File: src/rtl/sbm_pkg.sv
package sbm_pkg;

   typedef enum logic [1:0] {
      SEQ_IDLE   = 2'd0,
      SEQ_SHIFT  = 2'd1,
      SEQ_STROBE = 2'd2
   } seq_state_e;

   localparam int BYTE_W = 8;

endpackage

File: src/rtl/sbm_clkgen.sv
module sbm_clkgen #(
   parameter int HALF = 50
) (
   input  logic clk,
   input  logic rst_n,
   output logic bus_clk,
   output logic fall_ev,
   output logic rise_ev
);

   localparam int CW = (HALF > 1) ? $clog2(HALF) : 1;

   logic [CW-1:0] cnt_q;
   logic          wrap;

   assign wrap    = (cnt_q == CW'(HALF - 1));
   assign fall_ev = wrap & bus_clk;
   assign rise_ev = wrap & ~bus_clk;

   always_ff @(posedge clk or negedge rst_n) begin
      if (!rst_n) begin
         cnt_q   <= '0;
         bus_clk <= 1'b1;
      end else if (wrap) begin
         cnt_q   <= '0;
         bus_clk <= ~bus_clk;
      end else begin
         cnt_q   <= cnt_q + 1'b1;
      end
   end

endmodule

File: src/rtl/sbm_seq.sv
module sbm_seq
   import sbm_pkg::*;
#(
   parameter int WORD_W = 24
) (
   input  logic clk,
   input  logic rst_n,
   input  logic fall_ev,
   input  logic rise_ev,
   input  logic start,
   input  logic rx_mode,
   output logic busy,
   output logic oe,
   output logic load,
   output logic shift_out,
   output logic shift_in,
   output logic strobe,
   output logic done,
   output logic rx_act
);

   localparam int BW = $clog2(WORD_W + 1) + 1;

   seq_state_e    st_q;
   logic [BW-1:0] nbit_q;
   logic          mode_q;
   logic          oe_q;
   logic          last;

   assign last = (nbit_q == BW'(WORD_W));

   always_comb begin
      load      = (st_q == SEQ_IDLE) & start;
      shift_out = (st_q == SEQ_SHIFT) & fall_ev & ~last & ~mode_q;
      shift_in  = (st_q == SEQ_SHIFT) & fall_ev & (nbit_q != '0) & mode_q;
      done      = (st_q == SEQ_STROBE) & rise_ev;
   end

   always_ff @(posedge clk or negedge rst_n) begin
      if (!rst_n) begin
         st_q   <= SEQ_IDLE;
         nbit_q <= '0;
         mode_q <= 1'b0;
         oe_q   <= 1'b0;
      end else begin
         case (st_q)
            SEQ_IDLE: begin
               if (start) begin
                  st_q   <= SEQ_SHIFT;
                  nbit_q <= '0;
                  mode_q <= rx_mode;
               end
            end
            SEQ_SHIFT: begin
               if (fall_ev) begin
                  if (last) begin
                     st_q <= SEQ_STROBE;
                     oe_q <= 1'b0;
                  end else begin
                     nbit_q <= nbit_q + 1'b1;
                     oe_q   <= ~mode_q;
                  end
               end
            end
            SEQ_STROBE: begin
               if (rise_ev) st_q <= SEQ_IDLE;
            end
            default: st_q <= SEQ_IDLE;
         endcase
      end
   end

   assign busy   = (st_q != SEQ_IDLE);
   assign strobe = (st_q == SEQ_STROBE);
   assign oe     = oe_q;
   assign rx_act = mode_q;

endmodule

File: src/rtl/sbm_shifter.sv
module sbm_shifter #(
   parameter int WORD_W = 24
) (
   input  logic              clk,
   input  logic              rst_n,
   input  logic              load,
   input  logic [WORD_W-1:0] par_in,
   input  logic              shift_out,
   input  logic              shift_in,
   input  logic              ser_in,
   output logic              ser_out,
   output logic [WORD_W-1:0] par_out
);

   logic [WORD_W-1:0] sr_q;

   always_ff @(posedge clk or negedge rst_n) begin
      if (!rst_n) begin
         sr_q    <= '0;
         ser_out <= 1'b0;
      end else if (load) begin
         sr_q <= par_in;
      end else if (shift_out) begin
         ser_out <= sr_q[WORD_W-1];
         sr_q    <= {sr_q[WORD_W-2:0], 1'b0};
      end else if (shift_in) begin
         sr_q <= {sr_q[WORD_W-2:0], ser_in};
      end
   end

   assign par_out = sr_q;

endmodule

File: src/rtl/serial_word_master.sv
module serial_word_master
   import sbm_pkg::*;
#(
   parameter int WORD_W    = 24,
   parameter int NUM_LATCH = 4,
   parameter int HALF      = 50,
   parameter int TGT_W     = $clog2(NUM_LATCH)
) (
   input  logic                 clk,
   input  logic                 rst_n,
   input  logic                 start,
   input  logic                 rx_mode,
   input  logic [TGT_W-1:0]     target,
   input  logic [WORD_W-1:0]    tx_word,
   input  logic                 irq_clr,
   input  logic                 bus_di,
   output logic                 bus_clk,
   output logic                 bus_do,
   output logic                 bus_oe,
   output logic [NUM_LATCH-1:0] latch,
   output logic                 busy,
   output logic                 irq,
   output logic [WORD_W-1:0]    rx_word
);

   localparam int NBYTES = WORD_W / BYTE_W;

   generate
      if (WORD_W % BYTE_W != 0 || NBYTES < 1)
         $error("WORD_W must be a whole number of bytes");
      if (NUM_LATCH < 2 || (1 << TGT_W) < NUM_LATCH)
         $error("NUM_LATCH must be at least 2 and fit in TGT_W");
      if (HALF < 1)
         $error("HALF must be at least 1");
   endgenerate

   logic              fall_ev, rise_ev;
   logic              load, shift_out, shift_in, strobe, done, rx_act;
   logic [WORD_W-1:0] sr_word;
   logic [TGT_W-1:0]  tgt_q;

   sbm_clkgen #(.HALF(HALF)) u_clkgen (
      .clk     (clk),
      .rst_n   (rst_n),
      .bus_clk (bus_clk),
      .fall_ev (fall_ev),
      .rise_ev (rise_ev)
   );

   sbm_seq #(.WORD_W(WORD_W)) u_seq (
      .clk       (clk),
      .rst_n     (rst_n),
      .fall_ev   (fall_ev),
      .rise_ev   (rise_ev),
      .start     (start),
      .rx_mode   (rx_mode),
      .busy      (busy),
      .oe        (bus_oe),
      .load      (load),
      .shift_out (shift_out),
      .shift_in  (shift_in),
      .strobe    (strobe),
      .done      (done),
      .rx_act    (rx_act)
   );

   sbm_shifter #(.WORD_W(WORD_W)) u_shift (
      .clk       (clk),
      .rst_n     (rst_n),
      .load      (load),
      .par_in    (tx_word),
      .shift_out (shift_out),
      .shift_in  (shift_in),
      .ser_in    (bus_di),
      .ser_out   (bus_do),
      .par_out   (sr_word)
   );

   always_ff @(posedge clk or negedge rst_n) begin
      if (!rst_n) begin
         tgt_q   <= '0;
         irq     <= 1'b0;
         rx_word <= '0;
      end else begin
         if (load) tgt_q <= target;
         if (done) irq <= 1'b1;
         else if (irq_clr) irq <= 1'b0;
         if (done && rx_act) rx_word <= sr_word;
      end
   end

   generate
      for (genvar gi = 0; gi < NUM_LATCH; gi++) begin : g_latch
         assign latch[gi] = strobe & (tgt_q == TGT_W'(gi));
      end
   endgenerate

endmodule

File: config.mk
export PLATFORM = sky130hd
export DESIGN_NAME = serial_word_master
export DESIGN_NICKNAME = d
export VERILOG_FILES = /design/src/rtl/sbm_pkg.sv /design/src/rtl/sbm_clkgen.sv /design/src/rtl/sbm_seq.sv /design/src/rtl/sbm_shifter.sv /design/src/rtl/serial_word_master.sv
export SDC_FILE = /design/constraint.sdc
export NUM_CORES = 1
export LEC_CHECK = 0
export ABC_AREA = 1
export BUFFER_PORTS_ARGS = -buffer_cell sky130_fd_sc_hd__buf_2
export CORE_UTILIZATION = 30
export DETAILED_ROUTE_END_ITERATION = 10
export GPL_TIMING_DRIVEN = 0
export PLACE_DENSITY = 0.59
export SYNTH_ARGS = -nofsm -noshare
export SYNTH_HDL_FRONTEND = slang
export SYNTH_SLANG_ARGS = --single-unit
File: constraint.sdc
create_clock -name clk -period 1.6 [get_ports clk]
set_clock_uncertainty 0.05 [all_clocks]
set_input_delay 0.32 -clock clk [delete_from_list [all_inputs] [get_ports clk]]
set_output_delay 0.32 -clock clk [all_outputs]
set_load 0.005 [all_outputs]
# Word level (Yosys, flattened, before mapping)
# Cells that the tools add are included.
# totals
regBits,69
latch_bits,0
mem_bits_rw,0
romBits,0
inputBits,32
output_inout_bits,33
wordCells,71
mem_count,0
# op_classes
addsub,2
mul,0
div_mod_pow,0
magnitude_cmp,0
eq_ne,12
n_shift,0
n_mux,16
bitwise,17
reduce_logical,13
# op_table
op,count
$mux 24,3
$mux 6,4
$and 1x1->1,13
$add 6x1->6 const B,2
$pmux 6 s2,1
$mux 2,4
$reduce_and 4->1,2
$eq 2x2->1 const B,3
$eq 6x5->1 const B,1
$eq 6x6->1 const B,1
$ne 2x1->1 const B,3
$pmux 2 s3,1
$reduce_and 2->1,3
$reduce_bool 2->1,3
$reduce_bool 6->1,1
$eq 2x1->1 const B,2
$logic_not 2->1,2
$ne 2x2->1 const B,2
$not 1->1,4
$mux 1,3
$reduce_bool 3->1,1
$logic_and 1x1->1,1

# Depth between registers and ports, before layout
# Gate-level depths: netlist of run 1.
# depth
word_depth,8
depth_mapped,11
mapped_depth_nobuf,10

# Hierarchy
# Synthesis of run 1 repeated with hierarchy kept, for this count alone.
# hier_totals
hier_cells,436
hier_area_um2,3470.8
# by_module_without_submodules
mod,n_inst,cells_each,area_each_um2,seq_area_each_um2
sbm_shifter,1,187,1295.0,625.6
serial_word_master,1,122,1121.1,675.6
sbm_seq,1,84,683.2,250.2
sbm_clkgen,1,43,371.6,176.4

# Worst setup path after synthesis of run 1
# No wires, ideal clock.
# synth_path
path_type,reg2reg
from,reg u_seq.nbit_q[0]
to,"reg u_shift.sr_q[17], in the netlist u_shift.par_out[17]"
arrival_time_ps,1406
t_required_ps,1433
setup_slack_ps,27
path_stages_with_launch,11
path_buffers,2
synth_period_minus_slack_ps,1573
cell_sequence,dfrtp_1 inv_1 ha_1 nand3_1 nor2_1 nor2_1 nand3_4 buf_6 buf_6 nand4_1 nand2_1
# synth_between
elab_chain_cells,6
elab_cells_between_ends,10
cone_classes,1 x eq/ne; 2 x mux; 5 x bitwise; 2 x reduce/logical
# synth_rtl
item,line,source
"start, declared",sbm_seq.sv:25,logic [BW-1:0] nbit_q;
"start signal, assigned",sbm_seq.sv:60,nbit_q <= nbit_q + 1'b1;
$eq 6x5->1,sbm_seq.sv:30,assign last = (nbit_q == BW'(WORD_W));
$not 1->1,sbm_seq.sv:34,shift_out = (st_q == SEQ_SHIFT) & fall_ev & ~last & ~mode_q;
$and 1x1->1 (2 in series),sbm_seq.sv:34,
$mux 24,sbm_shifter.sv:23,end else if (shift_out) begin
$mux 24,sbm_shifter.sv:21,end else if (load) begin
"end signal, assigned",sbm_shifter.sv:22,sr_q <= par_in;
"end signal, assigned",sbm_shifter.sv:25,"sr_q <= {sr_q[WORD_W-2:0], 1'b0};"
"end signal, assigned",sbm_shifter.sv:27,"sr_q <= {sr_q[WORD_W-2:0], ser_in};"
"end, declared",sbm_shifter.sv:15,logic [WORD_W-1:0] sr_q;
# Parallel ways exist; a longest one is shown, timed or not.
# A chain may end at the register's enable or synchronous reset.

# Worst setup path after layout of run 1
# layout_path
from,reg u_seq.st_q[0]
to,out latch[1]
# layout_between
elab_chain_cells,2
# layout_rtl
item,line,source
"start, declared",sbm_seq.sv:24,seq_state_e st_q;
"start signal, assigned",sbm_seq.sv:41,st_q <= SEQ_IDLE;
"start signal, assigned",sbm_seq.sv:49,st_q <= SEQ_SHIFT;
"start signal, assigned",sbm_seq.sv:57,st_q <= SEQ_STROBE;
$eq 2x2->1,sbm_seq.sv:74,assign strobe = (st_q == SEQ_STROBE);
$and 1x1->1,serial_word_master.sv:94,assign latch[gi] = strobe & (tgt_q == TGT_W'(gi));
"end, declared",serial_word_master.sv:20,"output logic [NUM_LATCH-1:0] latch,"
# No other way between the ends.

==> out/results.tsv, run 1 <==
metric	value	unit
critPathMaxStageDelay	0.45	ns
htree_num_levels	3	
path_class	reg2out	
yosysSeqAreaShare	0.5036	
yosysWarnings	0	
final_cells	669	
crit_family	flip-flops	
crit_slowest_cell	dfrtp_2	
p_seq_frac	0.430	
p_per_area	1155	nW/µm²
grt_max_degree	70	
vias	3097	
tightest_slew	0.9029	ns
finalSetupViolations	13	
dp_cells	628	
critPathArrivalTime	1.25	ns
cts_sinks	69	
clk_pin_slew	0.06	ns
cp.depth	4	
postPlaceCellArea	3929	µm²
p_int	3.800	mW
setup_tns	-0.09096	ns
dp_hpwl	5.971	mm
cts-hold-fix-buffers	0	
irDropWorstVdd	0.6280	mV
fp.dieW	108.9	µm
std_cell_rows	38	
crit_chain	nor2_4 -> inv_2 -> nor3_2 -> buf_2	
drt_pass1_iterations	4	
cp-end-kind	primary output	
port_buffers	64	
worst-path-buf-inv	2	
cts_buffers	9	
finalHoldViolCount	0	
grt_antenna_before_repair	0	
grt_pass1_vias	2903	
area_growth	35.63	%
wl_per_cell	13.61	µm
startpoint_type	flip-flop	
hp-class	in2async	
netlist_instances	424	
ys_ff_latch	69	
slew-limit-headroom	0.3981	
netSwitchingFraction	0.2928	
overflow	0	
ys_types	29	
clk_latency	0.34	ns
insertedDiodeCount	0	
rsz0062_at_grt	true	
min_period_over_period	1.012	
grtUsageTotal	0.1596	
status	finished, violations left	
final_core_util	0.4237	
die_y	108.9	µm
ant_nets	0	
syn_area	3431	µm²
finalPower	5.374	mW
cts_tree	built	
io-pin-count	65	
pwr-share-clk	0.404	
place_ws	-0.2343	ns
root_buffer	clkbuf_16	
drc_errors	0	
fin_nets	560	
cp.required	1.23	ns
stdcell_area	4653	µm²
start_util	0.3124	
dieArea	11870	µm²
drive_gt1_frac	0.3403	
setup_ws	-0.01896	ns
holdWs	0.03872	ns
drv_cap	0	
period_minus_slack	1.619	ns
first_iter_violations	131	
grt_first_pass_wirelength	14.26	mm
place_congestion	0.7728	
pwr-share-comb	0.166	
viasPerCell	4.629	
violations	setup timing	
wirelength	9.103	mm
reg2reg_depth	8	
coreArea	10980	µm²
report.final.slew_viol_count	0	
crit_fanout	5	
synth_area_per_cell	8.091	µm²
cts.path.max_buffers	2	
switchingPower	1.574	mW
synthesis.nets	460	
max_freq	617.7	MHz
leakage	2.569	nW
-- per-layer routing --
metal	part of all wire	track usage	vias up
met4	0.017	0.06371	0
li1	-	-	1554
met5	0	0	-
met3	0.046	0.03945	13
met1	0.44	0.2021	1464
met2	0.50	0.2601	66
-- synthesized netlist by cell type, drive strengths merged --
cell type	instances	area share
a21oi	3	0.0044
buf	13	0.030
clkbuf	8	0.0088
dfrtp	68	0.50
dfstp	1	0.0077
ha	4	0.015
inv	26	0.028
nand2	195	0.21
nand3	11	0.027
nand4	28	0.055
nor2	18	0.032
nor3	4	0.0058
o21a	1	0.0022
o21ai	33	0.049
o22ai	1	0.0018
or2	5	0.0091
xor2	5	0.013
-- final cells by class --
class,instances,area (µm²)
Sequential cell,69,1730
Clock buffer,10,239.0
Fill cell,1112,6330
Buffer,21,176.4
Timing Repair Buffer,89,540.5
Inverter,26,97.59
Clock inverter,6,86.33
Tap cell,140,175.2
Multi-Input combinational cell,308,1608
-- what timing repair did --
action	4_1_cts	5_1_grt
pin swaps	5	12
cloned	0	4
setup endpoints to repair	65	59
gates resized for setup	33	44
buffers inserted	13	8
-- path summary, 6_finish.rpt --
path / startpoint / endpoint / slack [ns]
worst min register to register: rx_word[18]$_DFFE_PN0P_ / rx_word[18]$_DFFE_PN0P_ / 0.42
max in group asynchronous: rst_n / u_seq.nbit_q[3]$_DFFE_PN0P_ / 0.79
worst max register to register: u_seq.nbit_q[1]$_DFFE_PN0P_ / u_shift.par_out[14]$_DFFE_PN0P_ / -0.01
worst max-delay path: u_seq.st_q[0]$_DFFE_PN0P_ / latch[1] / -0.02
worst min-delay path: rst_n / rx_word[8]$_DFFE_PN0P_ / 0.04
min in group clk: irq_clr / irq$_DFFE_PN0P_ / 0.12
-- power by group through the flow --
stage / logic (mW) / clock network, mW / registers, mW
finish: 0.892 / 2.17 / 2.31
global route: 1.03 / 2.29 / 2.36
CTS: 0.832 / 2.22 / 2.30
detailed placement: 0.798 / 0 / 2.32
global placement: 0.782 / 0 / 2.31
floorplan: 0.608 / 0 / 2.26
-- worst reg2reg max path, stage by stage (launching register included) --
cell,delay [ns]
dfrtp_1,0.39
inv_2,0.07
ha_4,0.14
nand4_1,0.18
nand4_4,0.20
nand3_4,0.17
clkbuf_16,0.20
nand2_1,0.05
nand2_1,0.04
-- cells in the final DEF, fill, tap and decap left out, drive strengths merged --
cell and n:
o21ai 33, buf 102, ha 4, nand4 28
clkinvlp 1, clkinv 3, nand3 11, nor3 4
dfstp 1, or2 5, nor2 18, a21oi 3
xor2 5, o21a 1, clkbuf 18, bufinv 2
dfrtp 68, inv 26, nand2 195, o22ai 1
-- sequential cells by signal (all words and copies together) (netlist names), 2 cells and up --
register         flops
u_shift.par_out     24
rx_word             24
u_clkgen.cnt_q       6
tgt_q                2
u_seq.nbit_q         6
u_seq.st_q           2
-- cells by family (layout without fill, tap and decap cells) --
family | after synthesis | in the layout | synth area share
compound gates | 38 | 38 | 0.05762
xor+xnor | 5 | 5 | 0.01276
fa+ha+maj | 4 | 4 | 0.01459
buf+inv | 47 | 152 | 0.06747
flops | 69 | 69 | 0.5036
simple gates | 261 | 261 | 0.3439
No activity file was read; power rests on OpenSTA's default activity.
==> inputs of run 2 (changes only) <==
--- a/config.mk
+++ b/config.mk
@@ -8,6 +8,7 @@
 export ABC_AREA = 1
 export BUFFER_PORTS_ARGS = -buffer_cell sky130_fd_sc_hd__buf_2
 export CORE_UTILIZATION = 30
+export CTS_BUF_LIST = sky130_fd_sc_hd__clkbuf_16
 export DETAILED_ROUTE_END_ITERATION = 10
 export GPL_TIMING_DRIVEN = 0
 export PLACE_DENSITY = 0.59
==> out/results.tsv, run 2 (synthesis results as in run 1) <==
metric	value	unit
wirelength	8.759	mm
worst-path-buf-inv	2	
insertedDiodeCount	0	
status	finished, violations left	
slew-limit-headroom	0.4024	
report.final.slew_viol_count	0	
std_cell_rows	38	
max_freq	620.7	MHz
violations	setup timing	
most-common-layout-cells	191 x nand2_1, 67 x dfrtp_1, 64 x buf_2	
setup_ws	-0.01119	ns
tightest_slew	0.8964	ns
crit_fanout	5	
pwr-share-comb	0.159	
grt_antenna_before_repair	0	
netSwitchingFraction	0.2890	
place_congestion	0.7728	
root_buffer	clkbuf_16	
cp.required	1.23	ns
place_ws	-0.2343	ns
drc_errors	0	
grt_first_pass_wirelength	14.24	mm
crit_slowest_cell	dfrtp_2	
finalHoldViolCount	0	
vias	3060	
cts.path.max_buffers	2	
grt_max_degree	70	
critPathMaxStageDelay	0.44	ns
start_util	0.3124	
drt_pass1_iterations	4	
final_common_cell	nand2_1	
cts_tree	built	
final_cells	665	
critPathArrivalTime	1.24	ns
cts-hold-fix-buffers	0	
io-pin-count	65	
clk_pin_slew	0.06	ns
cts_sinks	69	
p_per_area	1156	nW/µm²
cts_buffers	9	
dp_cells	628	
coreArea	10980	µm²
multi_input_comb_area	1556	µm²
overflow	0	
irDropWorstVdd	0.5426	mV
grtUsageTotal	0.1594	
first_iter_violations	168	
drive_gt1_frac	0.2971	
viasPerCell	4.602	
port_buffers	64	
clk_latency	0.34	ns
grt_pass1_vias	2906	
cp-end-kind	primary output	
htree_num_levels	3	
crit_family	flip-flops	
startpoint_type	flip-flop	
period_minus_slack	1.611	ns
drv_cap	0	
rsz0062_at_grt	true	
pwr-share-clk	0.401	
switchingPower	1.518	mW
ant_nets	0	
fin_nets	556	
dp_hpwl	5.971	mm
dieArea	11870	µm²
seq_area	1729	µm²
die_y	108.9	µm
finalSetupViolations	3	
min_period_over_period	1.007	
p_seq_frac	0.440	
leakage	2.530	nW
area_growth	32.49	%
wl_per_cell	13.17	µm
crit_chain	nor2_4 -> inv_2 -> nor3_2 -> buf_2	
hp-class	in2async	
p_int	3.735	mW
fp.dieW	108.9	µm
fillCellCount	1123	
path_class	reg2out	
## run 2: cell types whose count changed in the layout (fill, tap and decap cells not counted), moves of 2 or more
cell and change:
nand2_1 +16, nand2_2 -16, buf_4 -6, buf_6 +4, buf_8 -2, clkbuf_4 +2
## run 2: worst reg2reg max path: stages, from the launching register on
cell and delay (ns):
dfrtp_1 0.40, inv_2 0.09, nand2_1 0.14, inv_1 0.23, nand4_4 0.19, clkbuf_4 0.23, nand4_1 0.09, nand2_1 0.06
## run 2: stage by stage
step           utilization  hold WS, ns  power [mW]  TNS (ns)  instance area [µm²]
6_report            0.4139      0.04483       5.253  -0.01905                 4546
5_1_grt             0.4139       0.1255       5.569    -2.579                 4546
4_1_cts             0.4035      0.09157       5.295   -0.1432                 4432
3_5_place_dp        0.3577       0.4128       3.122    -8.339                 3929
3_3_place_gp        0.3575       0.4165       3.094    -23.39                 3926
2_1_floorplan            -     -0.02559       2.863         0                 3431
## run 2: path summary, 6_finish.rpt
path / startpoint / to / slack, ns / cells past startpoint
worst max-delay path: u_seq.st_q[0]$_DFFE_PN0P_ / latch[1] / -0.01 / 4
max in group asynchronous: rst_n / u_seq.st_q[0]$_DFFE_PN0P_ / 0.80 / 1
worst min-delay path: rst_n / rx_word[8]$_DFFE_PN0P_ / 0.04 / 1
worst max register to register: u_seq.st_q[1]$_DFFE_PN0P_ / u_shift.par_out[4]$_DFFE_PN0P_ / 0 / 7
worst min register to register: u_seq.oe$_DFFE_PN0N_ / u_seq.oe$_DFFE_PN0N_ / 0.42 / 2
min in group clk: irq_clr / irq$_DFFE_PN0P_ / 0.12 / 2
## run 2: what timing repair did
| item | in CTS | in global routing |
|---|---|---|
| pin swaps | 5 | 12 |
| gates resized for setup | 30 | 24 |
| endpoints found under the setup margin | 65 | 59 |
| cloned | 0 | 1 |
| buffers inserted | 12 | 8 |
| endpoints found under the hold margin | 0 | 0 |
## run 2: power groups by stage
| stage | registers (mW) | clock network [mW] | logic (mW) |
|---|---|---|---|
| finish | 2.31 | 2.11 | 0.834 |
| global route | 2.36 | 2.24 | 0.974 |
| CTS | 2.30 | 2.17 | 0.829 |
| detailed placement | 2.32 | 0 | 0.798 |
| global placement | 2.31 | 0 | 0.782 |
| floorplan | 2.26 | 0 | 0.608 |
## run 2: final cells by class
cell class / instances / share of cell area
sequential: 69 / 0.3804
multi-input combinational: 308 / 0.3424
timing repair buffer: 85 / 0.1093
clock buffer: 9 / 0.04955
buffer: 21 / 0.03854
tap: 140 / 0.03854
inverter: 26 / 0.02147
clock inverter: 7 / 0.01982
## run 2: routing by layer
layer	vias to the layer above	GRT usage	routed length, µm
met5	-	0	0
met4	0	0.06371	117
met3	9	0.03766	352
met2	62	0.2601	4354
met1	1436	0.2029	3934
li1	1553	-	-
